===== src/rtl/prbs_chk_errcnt.sv =====
// Saturating bit-error counter.
// Adds the population count of (expected XOR received) on each accepted
// word. The count is held at the selected limit. A count already above a
// newly lowered limit is held, never reduced. hit flags an accepted word
// whose result reaches the limit.
// Assumes acc is never high in the same cycle as clr.
module prbs_chk_errcnt #(
    parameter int DATA_W   = 16,
    parameter int CNT_W    = 16,
    parameter int LIM_LOG1 = 10,
    parameter int LIM_LOG2 = 8,
    parameter int LIM_LOG3 = 4
) (
    input  logic              clk,
    input  logic              rst_n,
    input  logic              clr,
    input  logic              acc,
    input  logic [DATA_W-1:0] exp_word,
    input  logic [DATA_W-1:0] rx_word,
    input  logic [1:0]        max_sel,
    output logic [CNT_W-1:0]  cnt,
    output logic              hit
);

    localparam int PW = $clog2(DATA_W + 1);
    localparam int SW = CNT_W + 1;

    logic [CNT_W-1:0] cnt_q;
    logic [PW-1:0]    pop;
    logic [SW-1:0]    lim_w;
    logic [SW-1:0]    sum;
    logic [CNT_W-1:0] nxt;

    // Count differing bits in the current word.
    always_comb begin
        logic [DATA_W-1:0] diff;
        diff = exp_word ^ rx_word;
        pop  = '0;
        for (int k = 0; k < DATA_W; k++) begin
            pop = pop + PW'(diff[k]);
        end
    end

    // Decode the limit select (0 = full scale of the counter).
    always_comb begin
        unique case (max_sel)
            2'd0: lim_w = {1'b0, {CNT_W{1'b1}}};
            2'd1: lim_w = SW'(1) << LIM_LOG1;
            2'd2: lim_w = SW'(1) << LIM_LOG2;
            default: lim_w = SW'(1) << LIM_LOG3;
        endcase
    end

    // Saturating next count and limit detection.
    always_comb begin
        sum = {1'b0, cnt_q} + SW'(pop);
        if ({1'b0, cnt_q} >= lim_w) begin
            nxt = cnt_q;
        end else if (sum >= lim_w) begin
            nxt = lim_w[CNT_W-1:0];
        end else begin
            nxt = sum[CNT_W-1:0];
        end
        hit = acc && ({1'b0, nxt} >= lim_w);
    end

    // Count register.
    always_ff @(posedge clk) begin
        if (!rst_n || clr) begin
            cnt_q <= '0;
        end else if (acc) begin
            cnt_q <= nxt;
        end
    end

    assign cnt = cnt_q;

    p_clear_r8: assert property (@(posedge clk) disable iff (!rst_n)
        clr |=> (cnt_q == '0));

    p_no_decrease_r5: assert property (@(posedge clk) disable iff (!rst_n)
        !clr |=> (cnt_q >= $past(cnt_q)));

    p_cap_r6: assert property (@(posedge clk) disable iff (!rst_n)
        (acc && ({1'b0, cnt_q} < lim_w) && $stable(max_sel)) |=> ({1'b0, cnt_q} <= $past(lim_w)));

endmodule


===== config.mk =====
export PLATFORM = sky130hd
export DESIGN_NAME = prbs_chk_errcnt
export DESIGN_NICKNAME = d
export VERILOG_FILES = /design/src/rtl/prbs_chk_errcnt.sv
export SDC_FILE = /design/constraint.sdc
export NUM_CORES = 1
export LEC_CHECK = 0
export ABC_CLOCK_PERIOD_IN_PS = 9460
export BUFFER_PORTS_ARGS = -buffer_cell sky130_fd_sc_hd__buf_2
export CAP_MARGIN = 10
export CORE_MARGIN = 5
export CORE_UTILIZATION = 30
export DETAILED_ROUTE_END_ITERATION = 8
export PLACE_DENSITY = 0.54
export SLEW_MARGIN = 10
export SYNTH_ARGS = -nofsm -noshare
export SYNTH_HDL_FRONTEND = slang
export SYNTH_SLANG_ARGS = --single-unit

===== constraint.sdc =====
create_clock -name clk -period 9.46 [get_ports clk]
set_input_delay 0.473 -clock clk [delete_from_list [all_inputs] [get_ports clk]]
set_output_delay 0.473 -clock clk [all_outputs]
set_load 0.03 [all_outputs]

* Word level (Yosys, flattened, before mapping)
Cells that the tools add are included.
W data, S select, Z words.
** Storage, ports and cells
- Word-level logic and storage cells :: 30
- Flip-flop bits (word level) :: 16
- Input bits :: 38
** Operators by class
- Reductions and logical operators :: 4
- Muxes and demuxes :: 3
- Magnitude comparators :: 3
- Add/subtract/negate cells :: 16
- Eq/ne operators :: 2
- Bitwise gates (word level) :: 1
** Operators with widths (number)
- $add A5 B1 Y5 :: 11
- $pmux W16 S3 :: 1
- $ge A16 B17 Y1 :: 2
- $mux W16 :: 2
- $add A16 B5 Y17 :: 1
- $ge A17 B17 Y1 :: 1
- $xor A16 B16 Y16 :: 1
- $add A4 B1 Y5 :: 1
- $add A3 B1 Y4 :: 1
- $add A2 B1 Y3 :: 1
- $add A1 B1 Y2 :: 1
- $eq A2 B1 Y1 const B :: 1
- $eq A2 B2 Y1 const B :: 1
- $logic_not A2 Y1 :: 1
- $logic_and A1 B1 Y1 :: 1
- $logic_not A1 Y1 :: 1
- $logic_or A1 B1 Y1 :: 1

* Depth between registers and ports, before layout
Gate-level depths: netlist (run 1).
- Word-level depth :: 22
- Mapped depth :: 29

* Worst setup path before layout (run 1)
OpenSTA, ideal clock, no wires.
- Path type :: input -> output
- Start point :: input rx_word[0]
- End point :: output hit
- Data arrival time :: 7052 ps
- Buffers on the path :: 1
- Path slack :: 1935 ps
- Stages :: 26
- Path through :: xor2_1 fa_1 fa_1 fa_1 inv_1 fa_1 fa_1 fa_1 nor2b_1 o31a_1 o21ai_0 xnor2_1 ha_1 a211oi_1 nor2_1 o31ai_1 and4_1 buf_2 mux2i_1 o21ai_0 ha_1 o21a_1 o21ai_0 a21oi_1 o31ai_1 a31oi_1
** Between the ends
- Longest elaborated chain between the ends :: 22
** Ends and longest elaborated chain
- start, declared :: line 19 : input logic [DATA_W-1:0] rx_word,
- $xor A16 B16 Y16 * :: line 37 : diff = exp_word ^ rx_word;
- $add A1 B1 Y2 * :: line 40 : pop = pop + PW'(diff[k]);
- $add A2 B1 Y3 * :: line 40
- $add A3 B1 Y4 * :: line 40
- $add A4 B1 Y5 * :: line 40
- $add A5 B1 Y5 * (11 in a row) :: line 40
- $add A16 B5 Y17 * :: line 56 : sum = {1'b0, cnt_q} + SW'(pop);
- $ge A17 B17 Y1 :: line 59 : end else if (sum >= lim_w) begin
- $mux W16 * :: line 59
- $mux W16 * :: line 57 : if ({1'b0, cnt_q} >= lim_w) begin
- via nxt[2] :: line 32 : logic [CNT_W-1:0] nxt;
- $ge A16 B17 Y1 * :: line 64 : hit = acc && ({1'b0, nxt} >= lim_w);
- $logic_and A1 B1 Y1 * :: line 64
- end, declared :: line 22 : output logic hit
Mark *: on every way through the listed nets, which the timed path passes. The rest lies on a longest branch.

* Final worst setup path (run 1)
Ends and elaborated chain as after synthesis.

==> flow_summary.ini, run 1 <==
[outcome]
status = completed

[layout]
largest_reg_flops = 16
final_area_sq_um = 3460
utilization = 0.352
n_fill_cell = 1094
nets = 525
multi_input_area_sq_um = 2540
seqCellArea_sq_um = 320
n_antenna_cell = 0
layout-drive-gt1-share = 0.172
syn_to_final_growth_pct = 14.5
stdcell_count = 545

[floorplanning]
io_pins = 55
rows = 36
initial_utilization = 0.308
dieArea_sq_um = 12200
core-area_sq_um = 9820
fp.dieH_um = 110
die_x_um = 110

[worst_setup_path]
slowest_delay_ns = 0.65
worstSetupStartpoint = rx_word[0]
critPathBufInv = 4
start_kind = input pin
r2r_start = cnt[0]
criticalPathCategory = in -> out
critPathTopFamily = adder cells
worstSetupEndpointType = primary output
crit_required_ns = 8.99
r2r_slack_ns = 2.73
worstPathMaxFanout = 13
crit_path_frequent_cell = fa_1
critPathSlowestCell = and4_1
cp.arrival_ns = 8.01

[cts]
cts_buffers = 3
ctsResizeCount = 0
hold_buffers = 0
clk_path_buf_depth = 2
clkLatencyLatePin_ns = 0.25
cts_setup_buffers = 0
cts_max_level = 1
cts_tree = done
clkSinkCount = 16
clk_pin_slew_ns = 0.07
cts-root-buf = clkbuf_8

[placement]
placedCellCount = 542
hpwl_um = 6620
place.gp.congestion = 0.851
place_area_sq_um = 3420
io_buffers = 54

[timing]
skew_ns = 0.00359
worstMarginPinSlew_ns = 0.978
fmax_mhz = 118
min_period_ns = 8.48
setup_violations = 0
slew_violations = 0
hold_viol = 0
final.period_utilization = 0.897
relSlewSlack = 0.346
setup-tns-final_ns = 0
rsz0062_at_grt = no

[logic_synthesis]
synth.distinct_cells = 53
postSynthCellCount = 364
ys_seq_elements = 16
seq_area_frac_synth = 0.106
synthTopCellsByArea = ha_1 25%, dfxtp_1 11%, fa_1 8.0%, mux2i_1 4.6%, xnor2_1 4.6%
synth_edf_count = 0
yosysWarnings = 0
synth_top_area_cell = ha_1
avgSynthCellArea_sq_um = 8.30
yosysTopAreaCellShare = 0.253
synthFlopType = dfxtp_1
netlist_area_sq_um = 3020
async_flop_share = 0
synth_nets = 475

[global_route]
track_usage = 0.130
grt_pass1_vias = 2608
antenna_found_initial = 0
grt.overflow.total = 0
grt_start_max_net_pins = 38
grt_first_pass_wirelength_um = 12700

[drt]
drtIter0Drc = 111
via_per_inst = 5.14
vias = 2803
ant_nets = 0
wl_per_cell_um = 14.8
drc = 0
drtPass1Iterations = 4
routed_wl_um = 8060

[worst_hold_path]
worstHoldPathType = reg -> reg
min_from = cnt[14]

[job]
drv_cap = 0

[power]
p_per_area_nw_per_um2 = 270
total_power_mw = 0.932
power_leakage_nw = 1.73
ir_drop_mv = 0.181
worst reg2reg max path: stages, from the launching register on:
cell and delay, ns:
dfxtp_1 0.36, fa_1 0.52, fa_1 0.52, fa_1 0.54
inv_1 0.05, fa_1 0.50, fa_1 0.48, fa_1 0.41
nor2b_1 0.16, o31a_1 0.30, o21ai_0 0.16, xnor2_1 0.28
ha_1 0.30, a211oi_1 0.23, nor2_1 0.08, o31ai_1 0.35
and4_1 0.65, buf_4 0.28, mux2i_1 0.31, o22ai_1 0.10
metal layers:
metal,up-vias,part of all wire,GRT usage
li1,1435,-,-
met1,1315,0.48,0.182
met2,43,0.48,0.218
met3,10,0.026,0.00466
met4,0,0.015,0.0387
met5,-,0,0
cell type report:
type,count,area share
inverters,26,0.0282
well taps,133,0.0481
clock buffers,3,0.0119
multi-input cells,310,0.734
repair buffers,57,0.0847
flip-flops and latches,16,0.0927
kinds of logic (layout without fill, tap and decap cells):
group / Yosys count / in the layout / synth area share
flops: 16 / 16 / 0.106
compound gates: 104 / 104 / 0.227
simple gates: 93 / 93 / 0.160
xor+xnor: 26 / 26 / 0.0754
buf+inv: 38 / 86 / 0.0534
fa+ha+maj: 73 / 73 / 0.332
mux: 14 / 14 / 0.0464
stage by stage:
step                      setup slack, ns  hold slack (ns)
final                               0.977            0.600
after global routing                0.420            0.640
after CTS                           0.961            0.604
after detailed placement            0.968            0.594
after global placement               1.07            0.584
after floorplan                      1.94            0.649
layout by cell type, fill, tap and decap left out, types with 5 or more instances in the layout:
master / instances
a21o_1: 6
a21oi_1: 24
and3_1: 8
buf_2: 54
dfxtp_1: 16
fa_1: 12
ha_1: 61
inv_1: 26
mux2i_1: 14
nand2_1: 31
nand3_1: 6
nand4_1: 6
nor2_1: 17
nor2b_1: 6
o21a_1: 5
o21ai_0: 25
o22ai_1: 8
o31a_1: 5
o31ai_1: 5
o32ai_1: 5
xnor2_1: 16
xor2_1: 10
cell usage after synthesis, types with 5 or more instances:
cell type,number
a21o_1,6
a21oi_1,24
and3_1,8
clkbuf_1,6
dfxtp_1,16
fa_1,12
ha_1,61
inv_1,26
mux2i_1,14
nand2_1,31
nand3_1,6
nand4_1,6
nor2_1,17
nor2b_1,6
o21a_1,5
o21ai_0,25
o22ai_1,8
o31a_1,5
o31ai_1,5
o32ai_1,5
xnor2_1,16
xor2_1,10
report_power, final:
| part | internal, mW | switching (mW) |
|---|---|---|
| sequential | 0.0747 | 0.0125 |
| combinational | 0.340 | 0.451 |
| clock | 0.0283 | 0.0253 |
| total | 0.443 | 0.489 |
final timing paths:
path | end | cells past startpoint
setup reg to reg | cnt[12] | 19
hold reg to reg | cnt[14] | 2
hold / removal | cnt[14] | 2
setup / recovery | hit | 27
(Power assumes the default switching activity.)
==> run 2: changes to the inputs <==
--- a/config.mk
+++ b/config.mk
@@ -5,6 +5,7 @@
 export SDC_FILE = /design/constraint.sdc
 export NUM_CORES = 1
 export LEC_CHECK = 0
+export ABC_AREA = 1
 export ABC_CLOCK_PERIOD_IN_PS = 9460
 export BUFFER_PORTS_ARGS = -buffer_cell sky130_fd_sc_hd__buf_2
 export CAP_MARGIN = 10
==> flow_summary.ini, run 2 <==
[outcome]
status = completed

[worst_setup_path]
worstSetupEndpointType = primary output
critPathBufInv = 8
path_depth = 42
criticalPathCategory = in -> out
r2r_cells = 28
crit_path_frequent_cell = nand2_1
r2r_end = cnt[11]
critPathTopFamily = adder cells
worstPathMaxFanout = 17
start_kind = input pin
slowest_delay_ns = 0.54
crit_required_ns = 8.99
critPathSlowestCell = fa_1
cp.arrival_ns = 7.58
r2r_slack_ns = 3.29
r2r_start = cnt[0]

[timing]
skew_ns = 0.00229
slew_violations = 0
setup-tns-final_ns = 0
min_period_ns = 8.05
whs_ns = 0.637
rsz0062_at_grt = no
fmax_mhz = 124
setup_violations = 0
hold_viol = 0
worstMarginPinSlew_ns = 0.618
final.period_utilization = 0.851
relSlewSlack = 0.587

[drt]
drtPass1Iterations = 4
highest_layer = met4
vias = 3195
routed-wl-met3_um = 168
wl_per_cell_um = 12.9
routed_wl_um = 8750
drtIter0Drc = 196
dr_wl_met2_um = 4310
via_per_inst = 4.72
drc = 0
ant_nets = 0
drt-met1-wl_um = 4140

[cts]
cts-root-buf = clkbuf_8
cts_setup_buffers = 0
ctsResizeCount = 0
clk_pin_slew_ns = 0.07
clkLatencyLatePin_ns = 0.25
cts_max_level = 1
cts_buffers = 3
hold_buffers = 0
clkSinkCount = 16
cts_tree = done
clk_path_buf_depth = 2

[floorplanning]
rows = 38
io_pins = 55
initial_utilization = 0.308
core-area_sq_um = 10900
die_x_um = 116
fp.dieH_um = 116
dieArea_sq_um = 13400

[logic_synthesis]
synth.distinct_cells = 35
postSynthCellCount = 488
synth_mux_area_frac = 0
synth_fa_ha_area_frac = 0.299
synth.top_cells.by_count = 122 x nand2_1, 79 x inv_1, 61 x ha_1
seq_area_frac_synth = 0.0955
synth-xor-area-share = 0.0679
yosysWarnings = 0
ys_seq_elements = 16
synth_top_area_cell = ha_1
synth_edf_count = 0
synth_compound_area_frac = 0.0836
yosysTopAreaCellShare = 0.228
post_synth_and_or_nand_nor_area_fraction = 0.342
synth_top_family_by_area = simple AND/OR/NAND/NOR gates
synth_nets = 599
avgSynthCellArea_sq_um = 6.87
synthFlopType = dfxtp_1
netlist_area_sq_um = 3350
async_flop_share = 0
post-synth-top-count-cell = nand2_1
synthTopCellsByArea = ha_1 23%, nand2_1 14%, dfxtp_1 9.5%, inv_1 8.8%, fa_1 7.2%

[worst_hold_path]
min_from = cnt[1]
whs_endpoint = cnt[1]
hold_depth = 4
worstHoldPathType = reg -> reg

[job]
drv_cap = 0

[layout]
utilization = 0.347
seqCellArea_sq_um = 320
syn_to_final_growth_pct = 12.7
final_common_cell = nand2_1
largest_reg_flops = 16
n_antenna_cell = 0
layout_common_cells = 122 x nand2_1, 79 x inv_1, 61 x ha_1
layout-drive-gt1-share = 0.168
final_area_sq_um = 3780
multi_input_area_sq_um = 2660
nets = 650
n_fill_cell = 1143

[global_route]
antenna_found_initial = 0
grt_pass1_vias = 3174
grt_start_max_net_pins = 34
grt.overflow.total = 0
track_usage = 0.136
grt_first_pass_wirelength_um = 14700

[power]
ir_drop_mv = 0.119
total_power_mw = 0.882
power_leakage_nw = 2.27
p_per_area_nw_per_um2 = 233

[placement]
place.gp.congestion = 0.860
io_buffers = 54
hpwl_um = 7440
place_area_sq_um = 3740
## run 2: cells by family after synthesis
| family | after synthesis |
|---|---|
| buffers and inverters | 91 |
| XOR/XNOR | 26 |
| flip-flops | 16 |
| adder cells (fa/ha/maj) | 73 |
| AND/OR/NAND/NOR | 236 |
| AO/OA/AOI/OAI | 46 |
## run 2: how the worst max path moves through the flow
stage	from	endpoint
3_3_place_gp	rx_word[0]	hit
3_5_place_dp	rx_word[0]	hit
2_1_floorplan	rx_word[0]	hit
5_1_grt	rx_word[0]	hit
4_1_cts	rx_word[0]	hit
6_report	rx_word[0]	hit
## run 2: routing by layer
layer | track usage | up-vias
met1 | 0.177 | 1455
li1 | - | 1687
met3 | 0.00627 | 11
met4 | 0.0278 | 0
met5 | 0 | -
met2 | 0.250 | 42
## run 2: layout make-up
| cell class | instances | area share |
|---|---|---|
| flip-flops and latches | 16 | 0.0847 |
| multi-input cells | 381 | 0.703 |
| repair buffers | 55 | 0.0735 |
| well taps | 140 | 0.0463 |
| clock buffers | 3 | 0.0109 |
| inverters | 82 | 0.0814 |
## run 2: where the power goes
group	leakage (nW)	total, mW	internal, mW	switching [mW]
combinational	2.12	0.743	0.298	0.446
clock	0.0216	0.0535	0.0283	0.0252
sequential	0.131	0.0849	0.0733	0.0116
total	2.27	0.882	0.399	0.482
## run 2: metrics by stage
step                setup WS (ns)  instances
floorplan                    2.20        488
global placement             1.49        674
detailed placement           1.36        674
CTS                          1.35        677
global route                0.621        677
finish                       1.41        677
## run 2: worst min-delay path, cell delays in order, from the launching register on
cell and delay (ns):
dfxtp_1 0.37, nor2_1 0.10, nor2_1 0.05, nand2_1 0.05, inv_1 0.03
==> run 3: changes to the inputs <==
--- a/config.mk
+++ b/config.mk
@@ -9,6 +9,7 @@
 export ABC_CLOCK_PERIOD_IN_PS = 9460
 export BUFFER_PORTS_ARGS = -buffer_cell sky130_fd_sc_hd__buf_2
 export CAP_MARGIN = 10
+export CORE_ASPECT_RATIO = 1.4
 export CORE_MARGIN = 5
 export CORE_UTILIZATION = 30
 export DETAILED_ROUTE_END_ITERATION = 8
==> flow_summary.ini, run 3 (synthesis results as in run 2) <==
[drt]
drc = 0
drtPass1Iterations = 4
routed_wl_um = 8930
via_per_inst = 4.77
ant_nets = 0
vias = 3240
wl_per_cell_um = 13.1
drtIter0Drc = 121

[power]
p_per_area_nw_per_um2 = 241
ir_drop_mv = 0.0845
power_frac_seq = 0.092
total_power_mw = 0.923
internal-power_mw = 0.437
p_sw_mw = 0.486
sw_frac_of_total = 0.527
pwr-share-comb = 0.806
power_leakage_nw = 2.30
p_clk_frac = 0.102

[worst_setup_path]
criticalPathCategory = in -> out
cp.arrival_ns = 7.61
slowest_delay_ns = 0.54
critPathTopFamily = adder cells
critPathSlowestCell = fa_1
start_kind = input pin
crit_required_ns = 8.99
critPathBufInv = 10
worstSetupEndpointType = primary output
crit_path_frequent_cell = nand2_1
worstPathMaxFanout = 17

[placement]
place_ws_ns = 1.36
hpwl_um = 7560
placedCellCount = 675
io_buffers = 54
place.gp.congestion = 0.872

[cts]
clkSinkCount = 16
cts_max_level = 1
ctsResizeCount = 0
cts_setup_buffers = 0
cts_buffers = 3
clkLatencyLatePin_ns = 0.25
hold_buffers = 0
clk_pin_slew_ns = 0.05
cts-root-buf = clkbuf_16
cts_tree = done
clk_path_buf_depth = 2

[layout]
stdcell_count = 679
syn_to_final_growth_pct = 14.1
utilization = 0.351
layout-drive-gt1-share = 0.169
layout_common_cells = 122 x nand2_1, 79 x inv_1, 61 x ha_1
n_antenna_cell = 0
final_common_cell = nand2_1
largest_reg_flops = 16
nets = 650

[global_route]
met1_usage = 0.155
met2_usage = 0.268
antenna_found_initial = 0
busiest_layer = met2
grt_pass1_vias = 3284
grt_first_pass_wirelength_um = 15000
grt.overflow.total = 0
track_usage = 0.137
grt_start_max_net_pins = 35
grt_util_met3 = 0.00879

[timing]
rsz0062_at_grt = no
fin_ws_ns = 1.38
min_period_ns = 8.08
setup_violations = 0
hold_viol = 0
setup-tns-final_ns = 0
fmax_mhz = 124
slew_violations = 0
final.period_utilization = 0.854
relSlewSlack = 0.537
worstMarginPinSlew_ns = 0.693
skew_ns = 0.00352

[floorplanning]
fp.dieH_um = 135
io_pins = 55
initial_utilization = 0.307
die_x_um = 99.4
core-area_sq_um = 10900
dieArea_sq_um = 13400
rows = 45

[outcome]
status = completed

[worst_hold_path]
worstHoldPathType = reg -> reg

[job]
drv_cap = 0
==> run 3: cell types whose count changed in the layout (fill, tap and decap cells not counted) <==
cell | before | now
clkbuf_16 | 0 | 3
clkbuf_8 | 3 | 1
==> run 3: stage by stage <==
| step | hold WS [ns] | area, sq um |
|---|---|---|
| 6_report | 0.633 | 3830 |
| 3_3_place_gp | 0.628 | 3740 |
| 4_1_cts | 0.645 | 3830 |
| 2_1_floorplan | 0.713 | 3350 |
| 3_5_place_dp | 0.635 | 3740 |
| 5_1_grt | 0.695 | 3830 |
==> run 3: tightest hold or removal path: cells and delay by family, from the launching register on <==
kind          cells  cell delay (ns)
flops             1             0.36
simple gates      3             0.20
buf+inv           1             0.03
==> run 3: area by class of cell <==
type                            count  area (sq um)
Tap cell                          141           176
Multi-Input combinational cell    381          2660
Clock buffer                        4          88.8
Timing Repair Buffer               55           278
Sequential cell                    16           320
Fill cell                        1222          7090
Inverter                           82           308
==> run 3: worst paths after layout <==
path                            cells past startpoint  slack (ns)      end       start
worst max-delay path                               44        1.38      hit  rx_word[0]
worst max register to register                     28        3.28  cnt[11]      cnt[0]
worst min-delay path                                4        0.63   cnt[3]      cnt[3]
worst min register to register                      4        0.63   cnt[3]      cnt[3]
==> run 3: layer usage <==
metal | vias to the layer above | share of wire
met5 | - | 0
met4 | 0 | 0.023
met3 | 13 | 0.023
met2 | 49 | 0.53
met1 | 1498 | 0.42
li1 | 1680 | -
==> run 3: power groups by stage <==
| stage | Clock (mW) | Sequential, mW | Combinational (mW) |
|---|---|---|---|
| floorplan | 0 | 0.0935 | 0.570 |
| global placement | 0 | 0.0867 | 0.738 |
| detailed placement | 0 | 0.0867 | 0.754 |
| CTS | 0.0964 | 0.0853 | 0.759 |
| global route | 0.0992 | 0.0860 | 0.874 |
| finish | 0.0939 | 0.0848 | 0.744 |
